==> src/rtl/plc_pkg.sv <==
package plc_pkg;
  localparam int unsigned ADDR_LOCK_DEF = 1;
  localparam int unsigned ADDR_ACK_DEF  = 2;
  localparam int unsigned ADDR_CFG_DEF  = 3;
  localparam int unsigned BIT_BATRST    = 12;
  localparam int unsigned BIT_LOCKEV    = 11;

  typedef enum logic [1:0] {
    ST_RUN   = 2'd0,
    ST_ARMED = 2'd1,
    ST_LOCK  = 2'd2
  } plc_state_e;
endpackage

==> src/rtl/plc_sync.sv <==
module plc_sync #(
  parameter int unsigned WIDTH  = 2,
  parameter int unsigned STAGES = 2
) (
  input  logic             clk,
  input  logic             rst_n,
  input  logic [WIDTH-1:0] d,
  output logic [WIDTH-1:0] q
);
  logic [WIDTH-1:0] chain [STAGES];

  generate
    for (genvar s = 0; s < STAGES; s++) begin : g_stage
      always_ff @(posedge clk or negedge rst_n) begin
        if (!rst_n) chain[s] <= '1;
        else if (s == 0) chain[s] <= d;
        else chain[s] <= chain[(s == 0) ? 0 : s-1];
      end
    end
  endgenerate

  assign q = chain[STAGES-1];
endmodule

==> src/rtl/plc_timeout.sv <==
module plc_timeout #(
  parameter int unsigned TICKS = 12
) (
  input  logic clk,
  input  logic rst_n,
  input  logic run,
  input  logic tick,
  output logic expire
);
  localparam int unsigned CW = (TICKS < 2) ? 1 : $clog2(TICKS);
  localparam logic [CW-1:0] LAST = CW'(TICKS - 1);

  logic [CW-1:0] cnt;

  always_ff @(posedge clk or negedge rst_n) begin
    if (!rst_n) cnt <= '0;
    else if (run && tick && cnt != LAST) cnt <= cnt + 1'b1;
  end

  assign expire = run && tick && (cnt == LAST);

  a_r6_cnt_bound: assert property (@(posedge clk) disable iff (!rst_n)
    cnt <= LAST);
  a_r6_idle_hold: assert property (@(posedge clk) disable iff (!rst_n)
    !run |=> $stable(cnt));
endmodule

==> src/rtl/plc_w1c.sv <==
module plc_w1c #(
  parameter int unsigned N = 2
) (
  input  logic         clk,
  input  logic         rst_n,
  input  logic [N-1:0] set,
  input  logic [N-1:0] clr,
  output logic [N-1:0] q
);
  generate
    for (genvar i = 0; i < N; i++) begin : g_bit
      always_ff @(posedge clk or negedge rst_n) begin
        if (!rst_n) q[i] <= 1'b0;
        else if (set[i]) q[i] <= 1'b1;
        else if (clr[i]) q[i] <= 1'b0;
      end

      a_r9_clear: assert property (@(posedge clk) disable iff (!rst_n)
        (clr[i] && !set[i]) |=> !q[i]);
      a_r9_hold: assert property (@(posedge clk) disable iff (!rst_n)
        (!clr[i] && !set[i]) |=> $stable(q[i]));
    end
  endgenerate
endmodule

==> src/rtl/pwrloss_lockout.sv <==
module pwrloss_lockout
  import plc_pkg::*;
#(
  parameter int unsigned ADDR_W        = 4,
  parameter int unsigned DATA_W        = 16,
  parameter int unsigned TIMEOUT_TICKS = 12,
  parameter int unsigned SYNC_STAGES   = 2,
  parameter int unsigned ADDR_LOCK     = ADDR_LOCK_DEF,
  parameter int unsigned ADDR_ACK      = ADDR_ACK_DEF,
  parameter int unsigned ADDR_CFG      = ADDR_CFG_DEF
) (
  input  logic              clk,
  input  logic              rst_n,
  input  logic              pwr_warn_n,
  input  logic              bat_pin_n,
  input  logic              slow_tick,
  input  logic              dram_en,
  input  logic              refresh_busy,
  input  logic              wr_en,
  input  logic [ADDR_W-1:0] wr_addr,
  input  logic [DATA_W-1:0] wr_data,
  output logic              sys_irq,
  output logic              lockout,
  output logic              bat_refresh,
  output logic              bat_rst_n,
  output logic              stat_batrst,
  output logic              stat_lockev
);
  localparam int unsigned NST = 2;

  plc_state_e state;
  logic [1:0] sync_q;
  logic       warn_s, warn_q, bat_s;
  logic       pd_latched, keep_dram;
  logic       wr_ok, wr_lock, wr_ack, wr_cfg;
  logic       tmo, arm_evt, lock_go, fall;
  logic [NST-1:0] st_set, st_clr, st_q;

  plc_sync #(.WIDTH(2), .STAGES(SYNC_STAGES)) i_sync (
    .clk(clk), .rst_n(rst_n), .d({bat_pin_n, pwr_warn_n}), .q(sync_q));
  assign warn_s = sync_q[0];
  assign bat_s  = sync_q[1];

  assign lockout = (state == ST_LOCK);
  assign wr_ok   = wr_en && !lockout;
  assign wr_lock = wr_ok && (wr_addr == ADDR_W'(ADDR_LOCK));
  assign wr_ack  = wr_ok && (wr_addr == ADDR_W'(ADDR_ACK));
  assign wr_cfg  = wr_ok && (wr_addr == ADDR_W'(ADDR_CFG));
  assign fall    = warn_q && !warn_s;

  plc_timeout #(.TICKS(TIMEOUT_TICKS)) i_tmo (
    .clk(clk), .rst_n(rst_n),
    .run(pd_latched && state == ST_RUN), .tick(slow_tick), .expire(tmo));

  assign arm_evt = (state == ST_RUN) && (wr_lock || tmo);
  assign lock_go = (state == ST_ARMED) && (!dram_en || !refresh_busy);

  always_ff @(posedge clk or negedge rst_n) begin
    if (!rst_n) begin
      state      <= ST_RUN;
      warn_q     <= 1'b1;
      pd_latched <= 1'b0;
      keep_dram  <= 1'b0;
      sys_irq    <= 1'b0;
    end else begin
      warn_q <= warn_s;
      if (!lockout && !warn_s) pd_latched <= 1'b1;
      case (state)
        ST_RUN:   if (arm_evt) state <= ST_ARMED;
        ST_ARMED: if (lock_go) begin
                    state     <= ST_LOCK;
                    keep_dram <= dram_en;
                  end
        default:  state <= ST_LOCK;
      endcase
      if (lockout || lock_go) sys_irq <= 1'b0;
      else if (fall)          sys_irq <= 1'b1;
      else if (wr_ack)        sys_irq <= 1'b0;
    end
  end

  assign st_set = {!bat_s, arm_evt};
  assign st_clr = {wr_cfg && wr_data[BIT_BATRST], wr_cfg && wr_data[BIT_LOCKEV]};

  plc_w1c #(.N(NST)) i_status (
    .clk(clk), .rst_n(rst_n), .set(st_set), .clr(st_clr), .q(st_q));

  assign stat_batrst = st_q[1];
  assign stat_lockev = st_q[0];
  assign bat_refresh = lockout && keep_dram;
  assign bat_rst_n   = !lockout;

  a_r1_irq_on_fall: assert property (@(posedge clk) disable iff (!rst_n)
    (fall && !lockout && !lock_go) |=> sys_irq);
  a_r3_no_dram_now: assert property (@(posedge clk) disable iff (!rst_n)
    (state == ST_ARMED && !dram_en) |=> lockout);
  a_r4_refresh_gap: assert property (@(posedge clk) disable iff (!rst_n)
    $rose(lockout) |-> ($past(!dram_en) || $past(!refresh_busy)));
  a_r5_sticky: assert property (@(posedge clk) disable iff (!rst_n)
    lockout |=> (lockout && !sys_irq && !bat_rst_n));
  a_r8_lockev: assert property (@(posedge clk) disable iff (!rst_n)
    arm_evt |=> stat_lockev);
  a_r10_irq_hold: assert property (@(posedge clk) disable iff (!rst_n)
    (sys_irq && !wr_ack && !lock_go) |=> sys_irq);
  a_r11_locked_keep: assert property (@(posedge clk) disable iff (!rst_n)
    (lockout && stat_lockev) |=> stat_lockev);
endmodule

==> config.mk <==
export PLATFORM = sky130hd
export DESIGN_NAME = pwrloss_lockout
export DESIGN_NICKNAME = d
export VERILOG_FILES = /design/src/rtl/plc_pkg.sv /design/src/rtl/plc_sync.sv /design/src/rtl/plc_timeout.sv /design/src/rtl/plc_w1c.sv /design/src/rtl/pwrloss_lockout.sv
export SDC_FILE = /design/constraint.sdc
export NUM_CORES = 1
export LEC_CHECK = 0
export BUFFER_PORTS_ARGS = -buffer_cell sky130_fd_sc_hd__buf_2
export CORE_UTILIZATION = 47
export DETAILED_ROUTE_END_ITERATION = 6
export GPL_TIMING_DRIVEN = 1
export PLACE_DENSITY = 0.82
export SLEW_MARGIN = 30
export SYNTH_ARGS = -nofsm -noshare
export SYNTH_HDL_FRONTEND = slang
export SYNTH_HIERARCHICAL = 1
export SYNTH_SLANG_ARGS = --single-unit
==> constraint.sdc <==
create_clock -name clk -period 3.2 [get_ports clk]
set_input_delay 0.48 -clock clk [delete_from_list [all_inputs] [get_ports clk]]
set_output_delay 0.48 -clock clk [all_outputs]
set_load 0.05 [all_outputs]
# Word-level counts from Yosys, hierarchy flattened
# Index checks and enable logic that the tools add are counted.
dict set report totals {
  reg_bits 16
  in_bits 28
  wordCells 58
}
dict set report op_classes {
  addsub 1
  n_eq_ne 10
  n_mux 10
  n_reduce_logical 27
}
# cell count
set op_table {}
lappend op_table {{1-bit logical AND} 15}
lappend op_table {{4-bit by 2-bit == test with 1-bit output (second input constant)} 2}
lappend op_table {{1-bit 2-to-1 mux} 7}
lappend op_table {{4-bit by 1-bit adder with 4-bit output (second input constant)} 1}
lappend op_table {{4-bit by 1-bit == test with 1-bit output (second input constant)} 1}
lappend op_table {{4-bit == test (second input constant)} 1}
lappend op_table {{1-bit zero test} 4}
lappend op_table {{2-bit 2-to-1 mux} 2}
lappend op_table {{2-bit != test (second input constant)} 2}
lappend op_table {{4-bit != test (second input constant)} 1}
lappend op_table {{2-bit case mux with 2 select lines} 1}
lappend op_table {{2-bit AND reduction} 2}
lappend op_table {{1-bit logical OR} 3}
lappend op_table {{3-bit nonzero test} 1}
lappend op_table {{2-bit by 1-bit == test with 1-bit output (second input constant)} 1}
lappend op_table {{2-bit == test (second input constant)} 1}
lappend op_table {{2-bit zero test} 1}
lappend op_table {{2-bit by 1-bit != test with 1-bit output (second input constant)} 1}
lappend op_table {{2-bit nonzero test} 1}

# Depth between registers and ports, before layout
dict set report logic_depth {
  word_depth 8
  depth_mapped 7
  mapped_depth_nobuf 7
}

# By module
# Netlist, hierarchy kept.
# mod n_inst cells_per_inst area_per_inst_um2 seq_area_each_um2
set by_module_without_submodules {}
lappend by_module_without_submodules {pwrloss_lockout 1 35 320.3 151.4}
lappend by_module_without_submodules {plc_timeout 1 17 200.2 100.1}
lappend by_module_without_submodules {plc_sync 1 6 120.1 105.1}
lappend by_module_without_submodules {plc_w1c 1 6 72.6 50.0}

# Least setup slack after synthesis
# No wires, ideal clock.
dict set report synth_path {
  path_kind {register to output}
  startpoint {register state[0]}
  endpoint {output bat_refresh}
  arrival_time_ns 1.716
  path_slack_ns 1.004
  path_stages_with_launch 4
  path_buffers 0
  path_cell_list {dfrtp_1 or2b_2 inv_1 and2_1}
}
dict set report synth_via {
  elab_chain_len 2
}
# item line_no
set synth_lines {}
lappend synth_lines {{from (decl)} pwrloss_lockout.sv:31} ;# plc_state_e state;
lappend synth_lines {{from (signal assigned)} pwrloss_lockout.sv:60} ;# state <= ST_RUN;
lappend synth_lines {{from (signal assigned)} pwrloss_lockout.sv:69} ;# ST_RUN: if (arm_evt) state <= ST_ARMED;
lappend synth_lines {{from (signal assigned)} pwrloss_lockout.sv:71} ;# state <= ST_LOCK;
lappend synth_lines {{2-bit == test} pwrloss_lockout.sv:44} ;# assign lockout = (state == ST_LOCK);
lappend synth_lines {{named net lockout} pwrloss_lockout.sv:23} ;# output logic lockout,
lappend synth_lines {{1-bit logical AND} pwrloss_lockout.sv:90} ;# assign bat_refresh = lockout && keep_dram;
lappend synth_lines {{to (decl)} pwrloss_lockout.sv:24} ;# output logic bat_refresh,
# The timed path passes the listed nets, and every way through them passes these cells.

# Final worst setup path
dict set report layout_path {
  startpoint {register state[0]}
  endpoint {output bat_refresh}
}
dict set report layout_via {
  elab_chain_len 2
}
# item line_no
set layout_lines {}
lappend layout_lines {{2-bit == test} pwrloss_lockout.sv:44}
lappend layout_lines {{1-bit logical AND} pwrloss_lockout.sv:90}
# No other way between the ends.

==> flow_summary.yaml <==
run_status:
  status: "finished clean"
final_layout:
  final_nets: 115
  drive_gt1_frac: 0.388
  final_core_util: 0.621
  antenna_cells: 0
  final_cell_mix: "19 x buf_2, 11 x dfrtp_1, 7 x inv_1, 7 x nor2_1, 5 x dfstp_2"
  nFillCells: 113
  final_common_cell: "buf_2"
  areaGrowthSynthToFinish_pct: 17.5
route:
  first_iter_violations: 4
  via_count: 481
  drc: 0
  drt-total-wl_um: 1060
  wire_per_inst_um: 10.6
  antenna_left: 0
  firstDrtPassIters: 2
  via_per_inst: 4.81
clock_tree:
  clk_latency_ns: 0.28
  cts_buffers: 3
  cts_tree: "built"
  cts_setup_buffers: 0
  cts_root_buf: "clkbuf_4"
  ctsResizeCount: 0
  cts_hold_buf: 0
  cts_sinks: 16
  clkTransAtPathRegs_ns: 0.08
  clock_path_buffers: 2
  cts_htree_levels: 1
die:
  die_h_um: 41.0
  rows: 13
  die_area_um2: 1680
  boundaryPins: 34
  die_w_um: 41.0
  core_um2: 1350
  start_util: 0.528
timing:
  worstMarginPinSlew_ns: 0.336
  fin_skew_ns: 0.000652
  hold_violations: 0
  drv_slew: 0
  setup_ws_ns: 1.21
  fin_tns_setup_ns: 0
  fmax_mhz: 503
  min_period_over_period: 0.621
  min_period_ns: 1.99
  rsz0062_at_grt: "false"
  relSlewSlack: 0.776
  setup_viol: 0
synth:
  synth_xor_area_frac: 0.0246
  synthMuxAreaShare: 0.0211
  synthesis.area_um2: 713
  synth-edff-count: 0
  yosysTopAreaCell: "dfrtp_1"
  synthTopCellsByArea: "dfrtp_1 39%, dfstp_2 18%, a21o_1 4.2%"
  synth-simple-area-share: 0.226
  synth_cell_types: 27
  synth_top_area_share: 0.386
  synth_fa_ha_area_frac: 0.0175
  synth_top_family_by_area: "simple AND/OR/NAND/NOR gates"
  seq_area_frac_synth: 0.570
  syn_area_per_cell_um2: 11.1
  synth_compound_area_frac: 0.0825
  syn_inst: 64
  yosys_warnings: 6
  syn_nets: 93
  ys_seq_elements: 16
  async_flop_share: 1.00
  ys.flop_type: "dfrtp_1"
global_route:
  grt_max_degree: 17
  grt_pass1_wl_um: 1680
  grt_pass1_vias: 451
  grt_overflow_total: 0
  track_usage: 0.162
  antenna_found_initial: 0
power_and_ir_drop:
  power_density_nw_per_um2: 818
  power_leakage_nw: 0.413
  peakVddDrop_mv: 0.383
placed_design:
  post-place-ws_ns: 1.51
  gp_congestion: 0.659
  port_buffers: 19
  dpl.hpwl_um: 799
setup_path:
  crit_path_top_delay_cell: "dfrtp_1"
  critPathBufInv: 2
  rrSetupSlack_ns: 1.85
  cp_cell_sequence: "or2b_2 -> inv_1 -> and2_1 -> buf_2"
  worstPathArrival_ns: 1.51
  critical-path-max-stage-delay_ns: 0.41
  end_kind: "output pin"
  start_kind: "flop"
  cp.required_ns: 2.72
  worstSetupPathType: "reg -> out"
  crit_family: "simple AND/OR/NAND/NOR gates"
  worst-path-max-fanout: 4
hold_path:
  holdCritPathClass: "in -> async"
flow_run:
  max_cap_viol_count: 0
-- through the flow --
| stage | area [um^2] | std cells | power [mW] | hold WS (ns) |
|---|---|---|---|---|
| after floorplan | 713 | 64 | 0.522 | 0.184 |
| after global placement | 812 | 96 | 0.579 | 0.346 |
| after detailed placement | 812 | 96 | 0.586 | 0.348 |
| after CTS | 838 | 100 | 0.695 | 0.0927 |
| after global routing | 838 | 100 | 0.736 | 0.112 |
| final | 838 | 100 | 0.685 | 0.0904 |
-- final timing paths --
check / depth (start not counted) / startpoint / end
min in group clk: 1 / pwr_warn_n / i_sync/chain[2]
max in group asynchronous: 1 / rst_n / i_sync/q[1]
setup reg to reg: 4 / state[0] / i_tmo/cnt[1]
hold reg to reg: 0 / i_sync/chain[3] / i_sync/q[1]
setup / recovery: 4 / state[0] / bat_refresh
hold / removal: 1 / rst_n / sys_irq
-- sequential cells by signal, summed over array words and instances, names as in the netlist --
name and cells:
i_status/q 2, i_sync/chain 2, i_sync/q 2, i_tmo/cnt 4, keep_dram 1, pd_latched 1
state 2, sys_irq 1, warn_q 1
-- final cells by class --
class	count	area, um^2	area share
Sequential cell	16	407	0.485
Multi-Input combinational cell	39	265	0.316
Timing Repair Buffer	19	95.1	0.113
Clock buffer	4	26.3	0.0313
Inverter	7	26.3	0.0313
Tap cell	15	18.8	0.0224
-- report_power, final --
part / leakage [nW] / switching (mW) / internal, mW / total (mW)
Clock: 0.0150 / 0.0566 / 0.0483 / 0.105
Combinational: 0.218 / 0.186 / 0.101 / 0.287
Sequential: 0.180 / 0.0367 / 0.257 / 0.294
Total: 0.413 / 0.280 / 0.406 / 0.685
-- cells by family after synthesis --
family / Yosys count
compound gates: 8
xor+xnor: 2
fa+ha+maj: 1
buf+inv: 9
flops: 16
mux: 1
simple gates: 27
-- cells in the mapped netlist (all sizes together), types with 2 or more instances --
| cell | number |
|---|---|
| nor4 | 2 |
| buf | 2 |
| and2 | 2 |
| nor2 | 7 |
| dfrtp | 11 |
| a21o | 4 |
| nand3 | 5 |
| nand2 | 4 |
| dfstp | 5 |
| inv | 7 |
-- routing by layer --
layer	vias to the layer above	GRT usage	part of all wire
li1	251	-	-
met1	211	0.194	0.50
met2	17	0.254	0.41
met3	2	0.0326	0.070
met4	0	0.125	0.010
met5	-	0	0
-- worst register-to-register path, stage by stage (launching register included) --
cell,delay (ns)
dfrtp_1,0.41
nor2_1,0.19
and2_1,0.22
nand3_2,0.12
mux2_4,0.31
No activity file was read; power rests on OpenSTA's default activity.
